==> config.mk <==
export PLATFORM = sky130hd
export DESIGN_NAME = ser_cmd_parser
export DESIGN_NICKNAME = d
export VERILOG_FILES = /design/src/rtl/ser_cmd_pkg.sv /design/src/rtl/ser_cmd_framer.sv /design/src/rtl/ser_reply_tx.sv /design/src/rtl/ser_cmd_parser.sv
export SDC_FILE = /design/constraint.sdc
export NUM_CORES = 1
export LEC_CHECK = 0
export ABC_CLOCK_PERIOD_IN_PS = 2900
export BUFFER_PORTS_ARGS = -buffer_cell sky130_fd_sc_hd__buf_2
export CAP_MARGIN = 20
export CELL_PAD_IN_SITES_DETAIL_PLACEMENT = 0
export CELL_PAD_IN_SITES_GLOBAL_PLACEMENT = 1
export CORE_MARGIN = 10
export CORE_UTILIZATION = 35
export DETAILED_ROUTE_END_ITERATION = 8
export PLACE_DENSITY_LB_ADDON = 0.1
export RECOVER_POWER = 50
export SLEW_MARGIN = 5
export SYNTH_ARGS = -nofsm -noshare
export SYNTH_HDL_FRONTEND = slang
export SYNTH_HIERARCHICAL = 1
export SYNTH_SLANG_ARGS = --single-unit
==> constraint.sdc <==
create_clock -name clk -period 2.9 [get_ports clk]
set_input_delay 0 -clock clk [delete_from_list [all_inputs] [get_ports clk]]
set_output_delay 0 -clock clk [all_outputs]
set_load 0.01 [all_outputs]
==> src/rtl/ser_cmd_pkg.sv <==
package ser_cmd_pkg;
  localparam int OP_SPACE = 32;
  localparam logic [7:0] RSP_ACK = 8'h06;
  localparam logic [7:0] RSP_NAK = 8'h15;
  localparam logic [7:0] OPC_CAPS   = 8'h02;
  localparam logic [7:0] OPC_INIT   = 8'h07;
  localparam logic [7:0] OPC_WRITE  = 8'h08;
  localparam logic [7:0] OPC_APPEND = 8'h09;

  typedef enum logic [1:0] {
    OPK_INIT   = 2'd0,
    OPK_WRITE  = 2'd1,
    OPK_APPEND = 2'd2
  } opkind_e;

  // Bit N set when opcode N is implemented.
  function automatic logic [OP_SPACE-1:0] op_caps();
    logic [OP_SPACE-1:0] m;
    m = '0;
    m[OPC_CAPS[4:0]]   = 1'b1;
    m[OPC_INIT[4:0]]   = 1'b1;
    m[OPC_WRITE[4:0]]  = 1'b1;
    m[OPC_APPEND[4:0]] = 1'b1;
    return m;
  endfunction

  function automatic logic op_supported(input logic [7:0] op);
    logic [OP_SPACE-1:0] m;
    m = op_caps();
    return (int'(op) < OP_SPACE) && m[op[4:0]];
  endfunction

  // Fixed parameter byte count per opcode.
  function automatic logic [2:0] op_param_len(input logic [7:0] op);
    case (op)
      OPC_WRITE:  return 3'd4;
      OPC_APPEND: return 3'd1;
      default:    return 3'd0;
    endcase
  endfunction
endpackage

==> src/rtl/ser_cmd_framer.sv <==
module ser_cmd_framer
  import ser_cmd_pkg::*;
#(
  parameter int PARAM_MAX = 4
) (
  input  logic                   clk,
  input  logic                   rst_n,
  input  logic                   rx_valid,
  input  logic [7:0]             rx_data,
  input  logic                   rx_ready,
  output logic                   done,
  output logic                   bad,
  output logic [7:0]             opcode,
  output logic [PARAM_MAX*8-1:0] params
);
  localparam int IDX_W = $clog2(PARAM_MAX + 1);

  logic             collecting;
  logic [IDX_W-1:0] idx;
  logic [IDX_W-1:0] need;
  logic             take;

  assign take = rx_valid && rx_ready;

  always_ff @(posedge clk) begin
    if (!rst_n) begin
      collecting <= 1'b0;
      idx        <= '0;
      need       <= '0;
      done       <= 1'b0;
      bad        <= 1'b0;
      opcode     <= '0;
      params     <= '0;
    end else begin
      done <= 1'b0;
      bad  <= 1'b0;
      if (take) begin
        if (!collecting) begin
          opcode <= rx_data;
          params <= '0;
          idx    <= '0;
          if (!op_supported(rx_data)) begin
            done <= 1'b1;
            bad  <= 1'b1;
          end else if (op_param_len(rx_data) == 3'd0) begin
            done <= 1'b1;
          end else begin
            collecting <= 1'b1;
            need       <= IDX_W'(op_param_len(rx_data));
          end
        end else begin
          params[int'(idx)*8 +: 8] <= rx_data;
          idx <= idx + IDX_W'(1);
          if (idx + IDX_W'(1) == need) begin
            collecting <= 1'b0;
            done       <= 1'b1;
          end
        end
      end
    end
  end


  done_pulse_chk: assert property (@(posedge clk) disable iff (!rst_n)
    done |=> !done);
endmodule

==> src/rtl/ser_reply_tx.sv <==
module ser_reply_tx #(
  parameter int REPLY_MAX = 5
) (
  input  logic                   clk,
  input  logic                   rst_n,
  input  logic                   load,
  input  logic [$clog2(REPLY_MAX+1)-1:0] load_len,
  input  logic [REPLY_MAX*8-1:0] load_bytes,
  output logic                   tx_valid,
  output logic [7:0]             tx_data,
  input  logic                   tx_ready,
  output logic                   idle
);
  localparam int CNT_W = $clog2(REPLY_MAX + 1);

  logic [REPLY_MAX*8-1:0] sr;
  logic [CNT_W-1:0]       cnt;

  assign tx_valid = (cnt != '0);
  assign tx_data  = sr[7:0];
  assign idle     = (cnt == '0);

  always_ff @(posedge clk) begin
    if (!rst_n) begin
      sr  <= '0;
      cnt <= '0;
    end else if (load) begin
      sr  <= load_bytes;
      cnt <= load_len;
    end else if (tx_valid && tx_ready) begin
      sr  <= sr >> 8;
      cnt <= cnt - CNT_W'(1);
    end
  end


  load_when_idle_chk: assert property (@(posedge clk) disable iff (!rst_n)
    load |-> idle);

  tx_hold_chk: assert property (@(posedge clk) disable iff (!rst_n)
    tx_valid && !tx_ready |=> tx_valid && $stable(tx_data));
endmodule

==> src/rtl/ser_cmd_parser.sv <==
module ser_cmd_parser
  import ser_cmd_pkg::*;
#(
  parameter int PARAM_MAX = 4,
  parameter int REPLY_MAX = 5
) (
  input  logic        clk,
  input  logic        rst_n,
  input  logic        rx_valid,
  input  logic [7:0]  rx_data,
  output logic        rx_ready,
  output logic        tx_valid,
  output logic [7:0]  tx_data,
  input  logic        tx_ready,
  output logic        op_valid,
  output logic [1:0]  op_kind,
  output logic [23:0] op_addr,
  output logic [7:0]  op_data,
  input  logic        op_full
);
  localparam int REPLY_W = REPLY_MAX * 8;
  localparam int CNT_W   = $clog2(REPLY_MAX + 1);

  logic                   frm_done;
  logic                   frm_bad;
  logic [7:0]             frm_op;
  logic [PARAM_MAX*8-1:0] frm_params;
  logic                   tx_idle;
  logic                   rsp_load;
  logic [CNT_W-1:0]       rsp_len;
  logic [REPLY_W-1:0]     rsp_bytes;
  opkind_e                kind;

  assign rx_ready = tx_idle && !frm_done;

  ser_cmd_framer #(.PARAM_MAX(PARAM_MAX)) framer_i (
    .clk(clk), .rst_n(rst_n), .rx_valid(rx_valid), .rx_data(rx_data),
    .rx_ready(rx_ready), .done(frm_done), .bad(frm_bad),
    .opcode(frm_op), .params(frm_params)
  );

  always_comb begin
    rsp_len   = '0;
    rsp_bytes = '0;
    op_valid  = 1'b0;
    kind      = OPK_INIT;
    op_addr   = '0;
    op_data   = '0;
    if (frm_done) begin
      if (frm_bad) begin
        rsp_len   = CNT_W'(1);
        rsp_bytes = REPLY_W'(RSP_NAK);
      end else begin
        case (frm_op)
          OPC_CAPS: begin
            rsp_len   = CNT_W'(5);
            rsp_bytes = REPLY_W'({op_caps(), RSP_ACK});
          end
          OPC_INIT: begin
            op_valid  = 1'b1;
            kind      = OPK_INIT;
            rsp_len   = CNT_W'(1);
            rsp_bytes = REPLY_W'(RSP_ACK);
          end
          OPC_WRITE: begin
            if (op_full) begin
              rsp_len   = CNT_W'(1);
              rsp_bytes = REPLY_W'(RSP_NAK);
            end else begin
              op_valid = 1'b1;
              kind     = OPK_WRITE;
              op_addr  = frm_params[23:0];
              op_data  = frm_params[31:24];
            end
          end
          OPC_APPEND: begin
            if (op_full) begin
              rsp_len   = CNT_W'(1);
              rsp_bytes = REPLY_W'(RSP_NAK);
            end else begin
              op_valid = 1'b1;
              kind     = OPK_APPEND;
              op_data  = frm_params[7:0];
            end
          end
          default: begin
            rsp_len   = CNT_W'(1);
            rsp_bytes = REPLY_W'(RSP_NAK);
          end
        endcase
      end
    end
  end

  assign op_kind  = kind;
  assign rsp_load = frm_done && (rsp_len != '0);

  ser_reply_tx #(.REPLY_MAX(REPLY_MAX)) reply_i (
    .clk(clk), .rst_n(rst_n), .load(rsp_load), .load_len(rsp_len),
    .load_bytes(rsp_bytes), .tx_valid(tx_valid), .tx_data(tx_data),
    .tx_ready(tx_ready), .idle(tx_idle)
  );


  bad_nak_chk: assert property (@(posedge clk) disable iff (!rst_n)
    frm_done && frm_bad |=> tx_valid && tx_data == RSP_NAK);

  caps_ack_chk: assert property (@(posedge clk) disable iff (!rst_n)
    frm_done && !frm_bad && frm_op == OPC_CAPS |=> tx_valid && tx_data == RSP_ACK);
endmodule

==> results of run 1 <==
-- synth_stat cells, types with 10 or more instances --
cell type	n	area share (%)
clkbuf_1	23	1.8
a211oi_1	20	3.1
nor4_1	34	4.3
a21oi_1	11	1.1
and3_1	18	2.3
inv_1	31	2.4
buf_4	11	1.7
nand4_1	19	2.4
nand3_1	26	2.7
a21boi_0	22	3.4
o21ai_0	53	5.4
a31oi_1	22	2.8
nand2_1	17	1.3
a22o_1	16	2.9
o21ai_1	21	2.1
nor2b_1	10	1.3
dfxtp_1	91	37
nor2_1	10	0.77
buf_2	16	1.6
mux2i_1	19	3.9
-- final cells by class --
| cell class | instances | share of cell area (%) |
|---|---|---|
| tap | 180 | 4.16 |
| timing repair buffer | 74 | 6.68 |
| clock buffer | 12 | 4.74 |
| inverter | 36 | 2.68 |
| multi-input combinational | 411 | 48.1 |
| sequential | 91 | 33.7 |
-- layer usage --
layer,vias up,wire length [microns]
li1,2173,-
met1,2057,7730
met2,92,5840
met3,13,660
met4,0,167
met5,-,0
-- logic make-up after synthesis --
family / Yosys count / share of synthesized area [%]
AOI/OAI and AO/OA: 186 / 24.8
and+or+nand+nor: 160 / 20.1
buffers and inverters: 102 / 11.0
DFF: 91 / 37.2
muxes: 19 / 3.88
adders and majority gates: 8 / 2.04
xor gates and xnor gates: 5 / 0.895
other: 1 / 0.0766
-- worst paths after layout --
check	start	endpoint	slack [ps]	cells after the start
setup / recovery	framer_i/opcode[2]	op_data[2]	370	4
setup reg to reg	reply_i/cnt[0]	framer_i/collecting	400	8
hold / removal	rx_data[5]	framer_i/params[21]	20	2
hold reg to reg	framer_i/params[21]	framer_i/params[21]	480	1
-- sequential cells by signal (all words and copies together), names as in the netlist --
signal / flops
framer_i/params: 32
framer_i/done: 1
framer_i/collecting: 1
framer_i/idx: 3
framer_i/opcode: 8
framer_i/bad: 1
reply_i/cnt: 3
framer_i/need: 2
reply_i/sr: 40
-- power by group --
part           total [uW]  leakage (uW)  internal (uW)  switching, uW
Sequential           1620      0.000740           1490            130
Combinational        1480       0.00106            440           1040
Clock                1080      0.000126            609            466
Total                4180       0.00193           2540           1640
-- stage by stage --
step           hold slack [ps]  cells  total power, uW
3_3_place_gp               363    792             3170
4_1_cts                   10.6    804             4290
2_1_floorplan              125    604             2990
6_report                  21.4    804             4180
3_5_place_dp               367    792             3190
5_1_grt                   32.1    804             4460
==> run summary, run 1 <==
outcome - completed
setup bufs post-CTS - 0
CP Cell Sequence - or4b_4 > clkbuf_2 > nor4_1 > buf_2
Fin. Hold Viols - 0
max incr delay on CP - 580 ps
Core ar. - 13800 sq um
Final nets - 644
final wirelength - 14400 microns
Via density - 5.39
via count - 4335
layout cells sized above 1 - 10.9%
final core utilization - 39.3%
RSZ-0062 raised after global routing - no
CTS root buf - clkbuf_16
largest net degree at the start of global routing - 48
post-route worst setup slack - 368 ps
Slew Viols, Final - 0
GRT Util Overall - 14.6%
met2 Track Usage GR - 19.7%
Most used DFF post-synth - dfxtp_1
Initial Utilization - 35.5%
Async S/R FF share, synth - 0%
I/O pin count - 58
total grt overflow - 0
register area - 1820 sq um
count of flip-flops with a built-in enable after synthesis - 0
Die ar. - 19100 sq um
Fillers - 1489
WP buf/inv - 2
CTS Sinks - 91
antenna viol nets, final - 0
YS warnings - 6
pre-CTS WS - 453 ps
dpl hpwl - 9190 microns
P_leak - 0.00193 uW
Worst-Margin Slew - 863 ps
worst relative slew slack - 41.9%
Fmax achieved - 395 MHz
GR Util met3 - 3.49%
endpoint class of the critical path - output port
hold crit path type - in2reg
post-synthesis cell count - 572
Worst Path Required - 2900 ps
met1 usage - 21.8%
routability cong. - 0.760
Pre-antenna DRT Iters - 4
ant diodes - 0
fin crit share - 87.3%
TNS Setup - 0 ps
commonest cells after routing, fill and taps aside - dfxtp_1, o21ai_0, nor4_1
initial DRC count - 379
std cell rows - 43
post-route design area - 5410 sq um
crit path DAT - 2530 ps
Yosys reg bits - 91
Multi-input gate area - 2600 sq um
critical path class - reg2out
GRT Max-Usage Layer - met1
DR WL/cell - 17.9 microns
first-pass GRT wire length - 23200 microns
delay-heaviest family, CP - simple AND/OR/NAND/NOR gates
Die W - 138 microns
Clk Latency, worst-skew pair - 340 ps
DRC violations left - 0
TritonCTS clock tree - done
# port buffers - 57
Seq/Total Area, Yosys - 37.2%
H-tree levels - 3
maxcap violations - 0
Slowest cell on crit path - nor4_1
CTS resizes - 0
Synth Cell Area - 4900 sq um
CTS buffer count - 9
average size of a mapped cell - 8.56 sq um
number of global-route vias before repair - 4075
placed instance area - 5260 sq um
maximum clock insertion buffer count - 2
area growth from synthesis to layout - 10.5%
Final Skew - 6.21 ps
initial antenna violation count - 0
Max IR drop VDD - 330 uV
# hold bufs at CTS - 0
Period minus WS final - 2530 ps
setup violators final - 0
CP Max Fanout - 38
Die Span Y - 138 microns
startpoint class of the critical path - flop
clock slew at reported path FFs - 60 ps
PwrDens - 773 nW/um^2
most common cell after layout, fill and taps aside - dfxtp_1
Yosys cell types - 57
Power figures use the tool's default switching activity.
==> inputs of run 2 (changes only) <==
SYNTH_HIERARCHICAL = unset   (was 1)
==> run summary, run 2 <==
Fmax achieved - 386 MHz (-2.2%)
post-synthesis cell count - 383 (-33%)
main area contributors after synthesis - dfxtp_1, mux2i_1, a21oi_1
initial antenna violation count - 0 (unchanged)
Multi-input gate area - 1730 sq um (-33%)
antenna viol nets, final - 0 (unchanged)
Core ar. - 8680 sq um (-37%)
worst relative slew slack - 42.8% (+0.81 points)
CP Max Fanout - 20 (-47%)
first-pass GRT wire length - 14500 microns (-37%)
CTS buffer count - 9 (unchanged)
CTS root buf - clkbuf_8
Fillers - 940 (-37%)
GR Util met3 - 3.93% (+0.44 points)
maximum clock insertion buffer count - 2 (unchanged)
Worst-Margin Slew - 859 ps (-4.40 ps)
Async S/R FF share, synth - 0% (unchanged)
share of power burned in registers - 37.5% (-1.4 points)
PwrDens - 730 nW/um^2 (-5.4%)
Yosys cell types - 51 (-11%)
final wirelength - 9020 microns (-37%)
CTS resizes - 0 (unchanged)
routability cong. - 0.731 (-3.9%)
GRT Util Overall - 13.8% (-0.74 points)
Final Skew - 8.32 ps (+2.11 ps)
H-tree levels - 3 (unchanged)
TritonCTS clock tree - done
setup violators final - 0 (unchanged)
hold crit path type - in2reg
# port buffers - 54 (-5.3%)
layout cells sized above 1 - 16.3% (+5.4 points)
Die Span Y - 114 microns (-17%)
Most used DFF post-synth - dfxtp_1
Initial Utilization - 35.8% (+0.30 points)
P_leak - 0.00140 uW (-28%)
critical path class - reg2out
Max IR drop VDD - 466 uV (+41%)
crit path DAT - 2590 ps (+60 ps)
met2 Track Usage GR - 20.8% (+1.1 points)
std cell rows - 34 (-21%)
most frequent cell after synthesis - dfxtp_1
ant diodes - 0 (unchanged)
fin crit share - 89.3% (+1.9 points)
post-route worst setup slack - 311 ps (-56.4 ps)
WP buf/inv - 2 (unchanged)
Period minus WS final - 2590 ps (+56.4 ps)
YS warnings - 0 (-6)
Combinational Power Share - 33.8% (-1.6 points)
Die ar. - 13100 sq um (-32%)
TNS Setup - 0 ps (unchanged)
Via density - 5.18 (-3.9%)
max FFs per register - 32 (-20%)
count of flip-flops with a built-in enable after synthesis - 0 (unchanged)
DR WL/cell - 16.8 microns (-6.2%)
top cells by count, synth - dfxtp_1, nand2_1, a21oi_1, nor2_1, o21ai_1
Clk Latency, worst-skew pair - 340 ps (about the same)
Die W - 114 microns (-17%)
placed instance area - 3390 sq um (-36%)
Seq/Total Area, Yosys - 36.7% (-0.52 points)
total grt overflow - 0 (unchanged)
area growth from synthesis to layout - 14.8%
post-synth top area cell - dfxtp_1
CTS Sinks - 57 (-37%)
DRC violations left - 0 (unchanged)
number of global-route vias before repair - 2694 (-34%)
post-route design area - 3570 sq um (-34%)
pre-CTS WS - 683 ps (+230 ps)
commonest cells after routing, fill and taps aside - dfxtp_1, buf_2, nand2_1
Clk pwr share - 28.7% (+3.0 points)
via count - 2783 (-36%)
average size of a mapped cell - 8.12 sq um (-5.1%)
maxcap violations - 0 (unchanged)
dpl hpwl - 6030 microns (-34%)
I/O pin count - 58 (unchanged)
CP Cell Sequence - or4_1 > or3_4 > nor3_4 > buf_4 > and2_1 > buf_2
Slowest cell on crit path - or4_1
Worst Path Required - 2900 ps (about the same)
clock slew at reported path FFs - 60 ps (about the same)
Final nets - 443 (-31%)
delay-heaviest family, CP - simple AND/OR/NAND/NOR gates
GRT Max-Usage Layer - met2
largest net degree at the start of global routing - 30 (-38%)
Biggest register - framer_i.params
biggest regs - framer_i.params: 32 flops, framer_i.opcode: 8 flops, reply_i.sr: 6 flops
Pre-antenna DRT Iters - 5 (+1)
Yosys reg bits - 57 (-37%)
register area - 1140 sq um (-37%)
met1 usage - 18.5% (-3.3 points)
P_int - 1610 uW (-37%)
outcome - completed
final core utilization - 41.1% (+1.9 points)
switching share of total power - 38.4% (-0.77 points)
Fin. Hold Viols - 0 (unchanged)
Slew Viols, Final - 0 (unchanged)
most common cell after layout, fill and taps aside - dfxtp_1
max incr delay on CP - 620 ps (+40 ps)
initial DRC count - 105 (-72%)
setup bufs post-CTS - 0 (unchanged)
RSZ-0062 raised after global routing - no
startpoint class of the critical path - flop
Synth Cell Area - 3110 sq um (-36%)
endpoint class of the critical path - output port
Yosys top cell area share - 36.7% (-0.52 points)
Net Sw Power - 1000 uW (-39%)
## run 2: cell type report
cell class	instances	area share, %
inverter	10	1.05
clock inverter	3	1.12
timing repair buffer	64	9.25
tap	108	3.78
sequential	57	32.0
clock buffer	12	4.34
multi-input combinational	283	48.5
## run 2: through the flow
| step | hold slack [ps] | total power, uW | cells |
|---|---|---|---|
| 2_1_floorplan | 132 | 1700 | 385 |
| 3_3_place_gp | 340 | 1930 | 520 |
| 3_5_place_dp | 347 | 1930 | 520 |
| 4_1_cts | 1.31 | 2680 | 537 |
| 5_1_grt | 5.59 | 2790 | 537 |
| 6_report | 6.82 | 2610 | 537 |
## run 2: logic make-up after synthesis
| kind of cell | count (synthesis) | share of synthesized area (%) |
|---|---|---|
| and+or+nand+nor | 157 | 27.5 |
| AOI/OAI and AO/OA | 95 | 18.5 |
| DFF | 57 | 36.7 |
| buffers and inverters | 45 | 7.52 |
| muxes | 18 | 5.79 |
| adders and majority gates | 5 | 2.01 |
| xor gates and xnor gates | 5 | 1.89 |
| other | 1 | 0.121 |
## run 2: what timing repair did
| item | in CTS | in global routing |
|---|---|---|
| setup endpoints to repair | 0 | 0 |
| hold buffers | 2 | 0 |
| hold endpoints to repair | 2 | 0 |
## run 2: worst paths after layout
path	startpoint	end	slack (ps)	cells past startpoint
setup / recovery	framer_i.opcode[4]	op_addr[6]	310	6
hold / removal	rx_data[3]	framer_i.opcode[3]	7	3
setup reg to reg	framer_i.idx[0]	framer_i.params[5]	530	8
hold reg to reg	framer_i.params[12]	framer_i.params[12]	470	2
## run 2: metal layers
metal  up-vias  part of all wire, %
li1       1414                    -
met1      1300                   50
met2        57                   44
met3        12                  5.1
met4         0                  1.5
met5         -                    0
## run 2: power by group through the flow
| stage | combinational, uW | clock [uW] | sequential [uW] |
|---|---|---|---|
| 3_3_place_gp | 933 | 0 | 996 |
| 6_report | 883 | 749 | 977 |
| 2_1_floorplan | 752 | 0 | 947 |
| 5_1_grt | 990 | 804 | 994 |
| 4_1_cts | 935 | 767 | 980 |
| 3_5_place_dp | 930 | 0 | 996 |
## run 2: worst reg2reg max path, cell delays in order, from the launching register on
cell and delay, ps:
dfxtp_1 500, inv_1 110, ha_1 210, ha_1 340
nor4b_1 300, nand4_1 140, clkbuf_1 340, mux2i_1 220
o21ai_0 90
==> inputs of run 3 (changes only) <==
--- a/config.mk
+++ b/config.mk
@@ -14,5 +14,5 @@
 export CORE_UTILIZATION = 35
 export DETAILED_ROUTE_END_ITERATION = 8
-export PLACE_DENSITY_LB_ADDON = 0.1
+export PLACE_DENSITY_LB_ADDON = 0.25
 export RECOVER_POWER = 50
 export SLEW_MARGIN = 5
==> constraint.sdc (replaced) <==
create_clock -name clk -period 2.9 [get_ports clk]
set_input_delay 0.58 -clock clk [delete_from_list [all_inputs] [get_ports clk]]
set_output_delay 0.58 -clock clk [all_outputs]
set_load 0.01 [all_outputs]
==> run summary, run 3 (synthesis gave the netlist of run 2 again) <==
Via density - 5.17 (-0.20%)
max incr delay on CP - 570 ps (-50 ps)
Initial Utilization - 35.8% (unchanged)
Core ar. - 8680 sq um (unchanged)
ant diodes - 0 (unchanged)
maximum clock insertion buffer count - 2 (unchanged)
Clk pwr share - 27.7% (-1.0 points)
register area - 1140 sq um (+0.11%)
commonest cells after routing, fill and taps aside - dfxtp_1, nand2_1, buf_2
CTS buffer count - 9 (unchanged)
endpoint class of the critical path - output port
# port buffers - 54 (unchanged)
post-route design area - 3610 sq um (+1.1%)
Multi-input gate area - 1750 sq um (+1.2%)
DR WL/cell - 16.3 microns (-3.1%)
Die Span Y - 114 microns (unchanged)
crit path DAT - 2300 ps (-290 ps)
Pre-antenna DRT Iters - 4 (-1)
total grt overflow - 0 (unchanged)
Die W - 114 microns (unchanged)
initial DRC count - 103 (-1.9%)
routability cong. - 0.786 (+7.5%)
TNS Setup - 0 ps (unchanged)
outcome - completed
setup violators final - 0 (unchanged)
DRC violations left - 0 (unchanged)
Fillers - 936 (-0.43%)
WP buf/inv - 2 (unchanged)
switching share of total power - 38.5% (+0.17 points)
worst relative slew slack - 47.5% (+4.7 points)
number of global-route vias before repair - 2689 (-0.19%)
Fin. Hold Viols - 0 (unchanged)
Final nets - 441 (-0.45%)
Worst Path Required - 2320 ps (-580 ps)
delay-heaviest family, CP - simple AND/OR/NAND/NOR gates
Fmax achieved - 347 MHz (-10%)
Clk Latency, worst-skew pair - 340 ps (about the same)
Combinational Power Share - 34.6% (+0.8 points)
Slew Viols, Final - 0 (unchanged)
RSZ-0062 raised after global routing - yes
CP Cell Sequence - or4_4 > or3_4 > nor3_4 > buf_12 > and2_1 > buf_2
# hold bufs at CTS - 0 (-2)
worst reg2reg path startpoint - reply_i.cnt[0]
hold crit path type - reg2reg
Net Sw Power - 1000 uW (+0.10%)
Die ar. - 13100 sq um (unchanged)
PwrDens - 720 nW/um^2 (-1.4%)
H-tree levels - 3 (unchanged)
first-pass GRT wire length - 14200 microns (-2.2%)
layout cells sized above 1 - 18.3% (+2.0 points)
initial antenna violation count - 0 (unchanged)
Critical Path Start - framer_i.opcode[4]
placed instance area - 3410 sq um (+0.74%)
Slowest cell on crit path - or4_4
Period minus WS final - 2880 ps (+292 ps)
final wirelength - 8690 microns (-3.6%)
most common cell after layout, fill and taps aside - dfxtp_1
GRT Util Overall - 13.5% (-0.32 points)
clock slew at reported path FFs - 60 ps (about the same)
startpoint class of the critical path - flop
fin crit share - 99.3% (+10 points)
via count - 2762 (-0.75%)
P_leak - 0.00141 uW (+0.77%)
Max IR drop VDD - 240 uV (-49%)
std cell rows - 34 (unchanged)
Worst-Margin Slew - 788 ps (-70.9 ps)
largest net degree at the start of global routing - 28 (-6.7%)
setup bufs post-CTS - 0 (unchanged)
max FFs per register - 32 (unchanged)
Hold Crit Start - framer_i.params[20]
share of power burned in registers - 37.7% (+0.2 points)
CP Max Fanout - 25 (+25%)
area growth from synthesis to layout - 16.0%
Final Skew - 8.15 ps (-0.167 ps)
TritonCTS clock tree - done
dpl hpwl - 5980 microns (-0.84%)
antenna viol nets, final - 0 (unchanged)
critical path class - reg2out
biggest regs - framer_i.params: 32 flops, framer_i.opcode: 8 flops, reply_i.sr: 6 flops
P_int - 1600 uW (-0.63%)
maxcap violations - 0 (unchanged)
final core utilization - 41.6% (+0.43 points)
Biggest register - framer_i.params
CTS Sinks - 57 (unchanged)
CTS root buf - clkbuf_8
I/O pin count - 58 (unchanged)
==> run 3: changes by cell type in the layout (fill, tap and decap cells not counted), sizes merged <==
cell,before,now
clkbuf,22,19
inv,9,10
dlygate4sd3,2,0
buf,52,53
==> run 3: repair_timing <==
| item | CTS | global route |
|---|---|---|
| setup endpoints to repair | 8 | 26 |
| pin swaps | 0 | 2 |
| gates resized for setup | 5 | 3 |
==> run 3: path summary, 6_finish.rpt <==
path / to / slack [ps] / depth (start not counted)
hold / removal: framer_i.params[20] / 460 / 2
setup reg to reg: framer_i.params[30] / 630 / 6
hold reg to reg: framer_i.params[20] / 460 / 2
setup / recovery: op_addr[11] / 20 / 6
==> run 3: worst register-to-register path: stages (launching register included) <==
cell	delay, ps
dfxtp_1	320
inv_1	70
ha_1	190
and4bb_1	730
o21ai_1	480
a22oi_1	310
nor2_1	60
==> run 3: layout make-up <==
| type | count | share of cell area (%) |
|---|---|---|
| well taps | 108 | 3.74 |
| clock buffers | 10 | 3.81 |
| inverters | 10 | 1.04 |
| repair buffers | 62 | 9.92 |
| multi-input cells | 283 | 48.6 |
| flip-flops and latches | 57 | 31.7 |
| clock inverters | 4 | 1.25 |
==> run 3: stage by stage <==
stage | std cells | power (uW) | worst slack, ps | hold slack [ps]
6_report | 534 | 2600 | 19.0 | 458
5_1_grt | 534 | 2780 | -71.0 | 484
4_1_cts | 534 | 2650 | -3.99 | 462
3_5_place_dp | 520 | 1920 | 335 | 453
3_3_place_gp | 520 | 1910 | 376 | 452
2_1_floorplan | 385 | 1700 | 398 | 441
==> run 3: per-layer routing <==
metal / global-route usage (%) / part of all wire [%]
met1: 17.2 / 48
met2: 21.2 / 46
met3: 3.14 / 4.9
met4: 5.76 / 1.4
met5: 0 / 0
==> run 3: power by group through the flow <==
stage / Clock [uW] / Sequential, uW / Combinational, uW
5_1_grt: 775 / 997 / 1010
3_5_place_dp: 0 / 997 / 926
2_1_floorplan: 0 / 947 / 752
6_report: 719 / 981 / 899
3_3_place_gp: 0 / 993 / 919
4_1_cts: 738 / 980 / 931
